**config.mk**
```make
export PLATFORM = sky130hd
export DESIGN_NAME = can_mbv_ctrl
export DESIGN_NICKNAME = d
export VERILOG_FILES = /design/src/rtl/can_mbv_pkg.sv /design/src/rtl/can_mbv_bus_dec.sv /design/src/rtl/can_mbv_valid_cell.sv /design/src/rtl/can_mbv_fmt_bank.sv /design/src/rtl/can_mbv_rd_mux.sv /design/src/rtl/can_mbv_ctrl.sv
export SDC_FILE = /design/constraint.sdc
export NUM_CORES = 1
export LEC_CHECK = 0
export ABC_CLOCK_PERIOD_IN_PS = 1350
export BUFFER_PORTS_ARGS = -buffer_cell sky130_fd_sc_hd__buf_2
export CAP_MARGIN = 20
export CORE_MARGIN = 1.5
export CORE_UTILIZATION = 29
export DETAILED_ROUTE_END_ITERATION = 16
export RECOVER_POWER = 50
export SLEW_MARGIN = 5
export SYNTH_ARGS = -nofsm -noshare
export SYNTH_HDL_FRONTEND = slang
export SYNTH_SLANG_ARGS = --single-unit
```
**constraint.sdc**
```tcl
create_clock -name clk -period 1.35 [get_ports clk]
set_input_delay 0.2025 -clock clk [delete_from_list [all_inputs] [get_ports clk]]
set_output_delay 0.2025 -clock clk [all_outputs]
set_load 0.05 [all_outputs]
```
**src/rtl/can_mbv_pkg.sv**
```systemverilog
package can_mbv_pkg;
  localparam int BYTE_W = 8;

  // byte address of lane k inside a region that starts at base
  function automatic int lane_addr(input int base, input int k);
    return base + k;
  endfunction
endpackage

```
**src/rtl/can_mbv_bus_dec.sv**
```systemverilog
module can_mbv_bus_dec
  import can_mbv_pkg::*;
#(
  parameter int NUM_BUF = 16,
  parameter int ADDR_W  = 4,
  parameter int V_BASE  = 0,
  parameter int F_BASE  = 2
) (
  input  logic [ADDR_W-1:0] addr,
  input  logic              wr,
  input  logic [BYTE_W-1:0] wdata,
  output logic [NUM_BUF-1:0] valid_we,
  output logic [NUM_BUF-1:0] fmt_we,
  output logic [NUM_BUF-1:0] wbit
);
  localparam int LANES = NUM_BUF / BYTE_W;

  for (genvar k = 0; k < LANES; k++) begin : g_lane
    logic hit_v, hit_f;
    assign hit_v = wr && (addr == ADDR_W'(lane_addr(V_BASE, k)));
    assign hit_f = wr && (addr == ADDR_W'(lane_addr(F_BASE, k)));
    assign valid_we[k*BYTE_W +: BYTE_W] = {BYTE_W{hit_v}};
    assign fmt_we[k*BYTE_W +: BYTE_W]   = {BYTE_W{hit_f}};
    assign wbit[k*BYTE_W +: BYTE_W]     = wdata;
  end
endmodule

```
**src/rtl/can_mbv_valid_cell.sv**
```systemverilog
module can_mbv_valid_cell (
  input  logic clk,
  input  logic rst,
  input  logic we,
  input  logic wd,
  input  logic tx_busy,
  input  logic tx_done,
  input  logic tx_err,
  input  logic rx_store,
  output logic valid_q
);
  logic pend_q;
  logic active, finish;

  assign active = tx_busy || rx_store;
  assign finish = tx_done || tx_err || !active;

  always_ff @(posedge clk) begin
    if (rst) begin
      valid_q <= 1'b0;
      pend_q  <= 1'b0;
    end else if (we) begin
      if (wd) begin
        valid_q <= 1'b1;
        pend_q  <= 1'b0;
      end else if (valid_q && active) begin
        pend_q  <= 1'b1;
      end else begin
        valid_q <= 1'b0;
        pend_q  <= 1'b0;
      end
    end else if (pend_q && finish) begin
      valid_q <= 1'b0;
      pend_q  <= 1'b0;
    end
  end

  p_set_next_r3: assert property (@(posedge clk) disable iff (rst)
    (we && wd) |=> valid_q);
  p_clear_now_r4: assert property (@(posedge clk) disable iff (rst)
    (we && !wd && !tx_busy && !rx_store) |=> !valid_q);
  p_hold_tx_r5: assert property (@(posedge clk) disable iff (rst)
    (we && !wd && valid_q && tx_busy) |=> valid_q);
  p_tx_end_r5: assert property (@(posedge clk) disable iff (rst)
    (!we && pend_q && (tx_done || tx_err)) |=> !valid_q);
  p_hold_rx_r6: assert property (@(posedge clk) disable iff (rst)
    (we && !wd && valid_q && rx_store) |=> valid_q);
  p_cancel_r7: assert property (@(posedge clk) disable iff (rst)
    (pend_q && we && wd) |=> (valid_q && !pend_q));
endmodule

```
**src/rtl/can_mbv_fmt_bank.sv**
```systemverilog
module can_mbv_fmt_bank #(
  parameter int NUM_BUF = 16
) (
  input  logic               clk,
  input  logic               rst,
  input  logic [NUM_BUF-1:0] we,
  input  logic [NUM_BUF-1:0] wd,
  input  logic [NUM_BUF-1:0] valid_now,
  output logic [NUM_BUF-1:0] fmt_q,
  output logic [NUM_BUF-1:0] warn_q
);
  // format bits carry no reset, as in a plain register file
  always_ff @(posedge clk) begin
    for (int i = 0; i < NUM_BUF; i++)
      if (we[i]) fmt_q[i] <= wd[i];
  end

  always_ff @(posedge clk) begin
    if (rst) warn_q <= '0;
    else     warn_q <= warn_q | (we & valid_now);
  end

  p_fmt_write_r9: assert property (@(posedge clk) disable iff (rst)
    (|we) |=> ((fmt_q & $past(we)) == ($past(wd) & $past(we))));
  p_warn_sticky_r10: assert property (@(posedge clk) disable iff (rst)
    1'b1 |=> ((warn_q & $past(warn_q)) == $past(warn_q)));
  p_warn_needs_valid_r10: assert property (@(posedge clk) disable iff (rst)
    1'b1 |=> ((warn_q & ~$past(warn_q) & ~($past(we) & $past(valid_now))) == '0));
endmodule

```
**src/rtl/can_mbv_rd_mux.sv**
```systemverilog
module can_mbv_rd_mux
  import can_mbv_pkg::*;
#(
  parameter int NUM_BUF = 16,
  parameter int ADDR_W  = 4,
  parameter int V_BASE  = 0,
  parameter int F_BASE  = 2
) (
  input  logic               clk,
  input  logic               rst,
  input  logic [ADDR_W-1:0]  addr,
  input  logic               rd,
  input  logic [NUM_BUF-1:0] valid_v,
  input  logic [NUM_BUF-1:0] fmt_v,
  output logic [BYTE_W-1:0]  rdata
);
  localparam int LANES = NUM_BUF / BYTE_W;

  logic [BYTE_W-1:0] sel;

  always_comb begin
    sel = '0;
    for (int k = 0; k < LANES; k++) begin
      if (addr == ADDR_W'(lane_addr(V_BASE, k))) sel = valid_v[k*BYTE_W +: BYTE_W];
      if (addr == ADDR_W'(lane_addr(F_BASE, k))) sel = fmt_v[k*BYTE_W +: BYTE_W];
    end
  end

  always_ff @(posedge clk) begin
    if (rst)     rdata <= '0;
    else if (rd) rdata <= sel;
    else         rdata <= '0;
  end

  p_idle_read_r2: assert property (@(posedge clk) disable iff (rst)
    !rd |=> (rdata == '0));
endmodule

```
**src/rtl/can_mbv_ctrl.sv**
```systemverilog
module can_mbv_ctrl
  import can_mbv_pkg::*;
#(
  parameter int NUM_BUF = 16,
  parameter int ADDR_W  = 4
) (
  input  logic               clk,
  input  logic               rst,
  input  logic [ADDR_W-1:0]  bus_addr,
  input  logic               bus_wr,
  input  logic               bus_rd,
  input  logic [7:0]         bus_wdata,
  output logic [7:0]         bus_rdata,
  input  logic [NUM_BUF-1:0] tx_busy,
  input  logic [NUM_BUF-1:0] tx_done,
  input  logic [NUM_BUF-1:0] tx_err,
  input  logic [NUM_BUF-1:0] rx_store,
  output logic [NUM_BUF-1:0] valid_mask,
  output logic [NUM_BUF-1:0] ext_id_mask,
  output logic [NUM_BUF-1:0] fmt_warn
);
  localparam int LANES  = NUM_BUF / BYTE_W;
  localparam int V_BASE = 0;
  localparam int F_BASE = LANES;

  logic [NUM_BUF-1:0] valid_we, fmt_we, wbit;

  can_mbv_bus_dec #(.NUM_BUF(NUM_BUF), .ADDR_W(ADDR_W), .V_BASE(V_BASE), .F_BASE(F_BASE)) u_dec (
    .addr(bus_addr), .wr(bus_wr), .wdata(bus_wdata),
    .valid_we(valid_we), .fmt_we(fmt_we), .wbit(wbit)
  );

  for (genvar i = 0; i < NUM_BUF; i++) begin : g_buf
    can_mbv_valid_cell u_cell (
      .clk(clk), .rst(rst), .we(valid_we[i]), .wd(wbit[i]),
      .tx_busy(tx_busy[i]), .tx_done(tx_done[i]), .tx_err(tx_err[i]),
      .rx_store(rx_store[i]), .valid_q(valid_mask[i])
    );
  end

  can_mbv_fmt_bank #(.NUM_BUF(NUM_BUF)) u_fmt (
    .clk(clk), .rst(rst), .we(fmt_we), .wd(wbit), .valid_now(valid_mask),
    .fmt_q(ext_id_mask), .warn_q(fmt_warn)
  );

  can_mbv_rd_mux #(.NUM_BUF(NUM_BUF), .ADDR_W(ADDR_W), .V_BASE(V_BASE), .F_BASE(F_BASE)) u_rd (
    .clk(clk), .rst(rst), .addr(bus_addr), .rd(bus_rd),
    .valid_v(valid_mask), .fmt_v(ext_id_mask), .rdata(bus_rdata)
  );

  p_reset_r1: assert property (@(posedge clk)
    rst |=> (valid_mask == '0 && fmt_warn == '0 && bus_rdata == '0));
  p_offmap_write_r2: assert property (@(posedge clk) disable iff (rst)
    (bus_wr && bus_addr >= ADDR_W'(2*LANES) && !(|tx_done) && !(|tx_err)
     && ((tx_busy | rx_store) == '1)) |=> $stable(ext_id_mask));
endmodule

```
==> results.toml <==
[outcome]
status = "finished clean"

[timing]
min_period_ns = 1.282
clock_skew_ns = 0.01328
max_slew_margin = 0.7480
setup_violations = 0
hold_viol_final = 0
drv_slew = 0
postLayoutSetupSlackWorst_ns = 0.06780
min_period_over_period = 0.9498
tns_ns = 0
fmax_mhz = 779.9
tightest_slew_ns = 0.3780
grt_setup_unrepaired = "false"

[finish]
fillers = 1088
diodes = 0
fin_nets = 547
multi_input_area_mm2 = 0.001313
drive_above_1_share = 0.3475
register_area_mm2 = 0.001602
utilization = 0.3977
layout_commonest_cell = "buf_2"
layout_common_cells = "118 x buf_2, 56 x dfxtp_1, 43 x nor2_1, 42 x a21oi_1, 23 x nor3_1"
area_growth_syn_to_layout_pct = 31.65

[cts]
cts_tree = "yes"
max-clock-path-buffers = 2
insertion_delay_ns = 0.35
cts_hold_buf = 0
clkTransAtPathRegs_ns = 0.08
cts_max_level = 3
cts-root-buf = "clkbuf_8"
cts_buffers = 9
cts_sinks = 72

[die]
num_rows = 37
core_region_area_mm2 = 0.01042
die_x_um = 107.2
ioPinCount = 136
die_area_mm2 = 0.01148
die_h_um = 107.2
start_util = 0.3021

[flow_run]
drv_cap = 0

[placement]
io_buffers = 135
gp_congestion = 0.8269
place_ws_ns = -0.1622
dp_hpwl_um = 7020

[detailed_routing]
via_per_inst = 4.870
drc_errors = 0
dr.pass1.iters = 4
vias = 2961
drtIter0Drc = 158
drt-total-wl_um = 9109
wl_per_cell_um = 14.98
drt.antenna.violating_nets = 0

[grt]
grt_max_degree = 26
antenna_found_initial = 0
grt_overflow = 0
grt_pass1_wl_um = 14150
grt_use_total = 0.1631
grt_pass1_vias = 2807

[setup_path]
worst_ep_arrival_time_ns = 1.08
cp-start-kind = "register"
slowest_delay_ns = 0.42
reg2reg_slack_ns = 0.25
path_buf_inv = 1
cp_top_family = "flip-flops"
worstSetupPathType = "reg -> out"
cp_max_fo = 5
critical_path_required_ns = 1.15
cp_slowest_cell = "dfxtp_1"
cp-end-kind = "output pin"
crit_chain = "buf_2"

[power_and_ir_drop]
ir_worst_vdd_mv = 0.4166
power_mw = 4.546
powerDensity_mw_per_mm2 = 1097
p_leak_nw = 1.721

[synth]
yosysSeqAreaShare = 0.5089
synthCells = 332
synth_cell_types = 29
avgSynthCellArea_um2 = 9.478
ys_warn_count = 0
synth_area_mm2 = 0.003147
synth_seq_cells = 72
synth_nets = 412

[hold_path]
hp-class = "in -> reg"
-- cells by family (layout without fill, tap and decap cells) --
family / after synthesis / after routing / share of synthesized area
DFF: 72 / 72 / 0.5089
buffers and inverters: 36 / 176 / 0.07117
muxes: 16 / 16 / 0.05408
AOI/OAI and AO/OA: 86 / 86 / 0.1658
and+or+nand+nor: 122 / 122 / 0.2000
-- power by group --
group / total [mW] / leakage, nW / switching [mW] / internal (mW)
combinational: 0.450 / 1.01 / 0.275 / 0.175
sequential: 2.24 / 0.596 / 0.0217 / 2.22
clock: 1.85 / 0.110 / 0.817 / 1.03
total: 4.55 / 1.72 / 1.11 / 3.43
-- routing by layer --
metal / global-route usage / wire length [um] / up-vias
li1: - / - / 1474
met1: 0.2085 / 4054 / 1346
met2: 0.2598 / 4168 / 127
met3: 0.03891 / 730 / 14
met4: 0.07333 / 155 / 0
met5: 0 / 0 / -
-- layout make-up --
| class | instances | area share |
|---|---|---|
| clock buffer | 10 | 0.03081 |
| clock inverter | 6 | 0.02024 |
| inverter | 4 | 0.003624 |
| multi-input combinational | 224 | 0.3168 |
| sequential | 72 | 0.3866 |
| tap | 136 | 0.04108 |
| timing repair buffer | 156 | 0.2008 |
-- repair_timing --
action	CTS	global route
setup buffers	0	0
endpoints found under the setup margin	0	5
resized for setup	0	5
-- path summary, 6_finish.rpt --
| kind | from | endpoint | depth (start not counted) |
|---|---|---|---|
| worst max-delay path | g_buf[9].u_cell.valid_q | valid_mask[9] | 1 |
| worst min-delay path | bus_wdata[0] | u_fmt.fmt_q[0] | 1 |
| worst max register to register | g_buf[14].u_cell.valid_q | g_buf[14].u_cell.pend_q | 3 |
| worst min register to register | u_fmt.warn_q[2] | u_fmt.warn_q[2] | 2 |
-- Yosys cell counts (all sizes together) --
cell type / n / area [um^2]
a211oi: 6 / 45.04
nor2: 43 / 161.4
nor4b: 1 / 23.77
mux2i: 8 / 80.08
o31ai: 16 / 120.1
buf: 24 / 178.9
nor3: 23 / 115.1
and4b: 1 / 10.01
nand3: 20 / 100.1
a21oi: 42 / 210.2
nand2b: 1 / 6.260
and2b: 1 / 7.510
nor2b: 10 / 62.56
and2: 5 / 31.28
a311oi: 7 / 61.31
o21ai: 7 / 35.03
mux2: 8 / 90.09
o22ai: 8 / 50.05
inv: 4 / 15.01
and4: 1 / 8.760
dfxtp: 56 / 1121
nand3b: 8 / 60.06
clkbuf: 8 / 30.03
edfxtp: 16 / 480.5
or3: 5 / 31.28
nand2: 3 / 11.26
-- stage by stage --
| stage | hold WS (ns) | instance area [um^2] | std cells |
|---|---|---|---|
| after global routing | 0.1348 | 4143 | 608 |
| after floorplan | 0.3014 | 3149 | 332 |
| final | 0.1195 | 4143 | 608 |
| after global placement | 0.4345 | 3966 | 592 |
| after detailed placement | 0.4306 | 3966 | 592 |
| after CTS | 0.05228 | 4178 | 608 |
-- flip-flops by register name (all words and copies together), names as in the netlist --
register,flops
g_buf.u_cell.pend_q,16
g_buf.u_cell.valid_q,16
u_rd.rdata,8
u_fmt.warn_q,16
u_fmt.fmt_q,16
(Power assumes the default switching activity.)
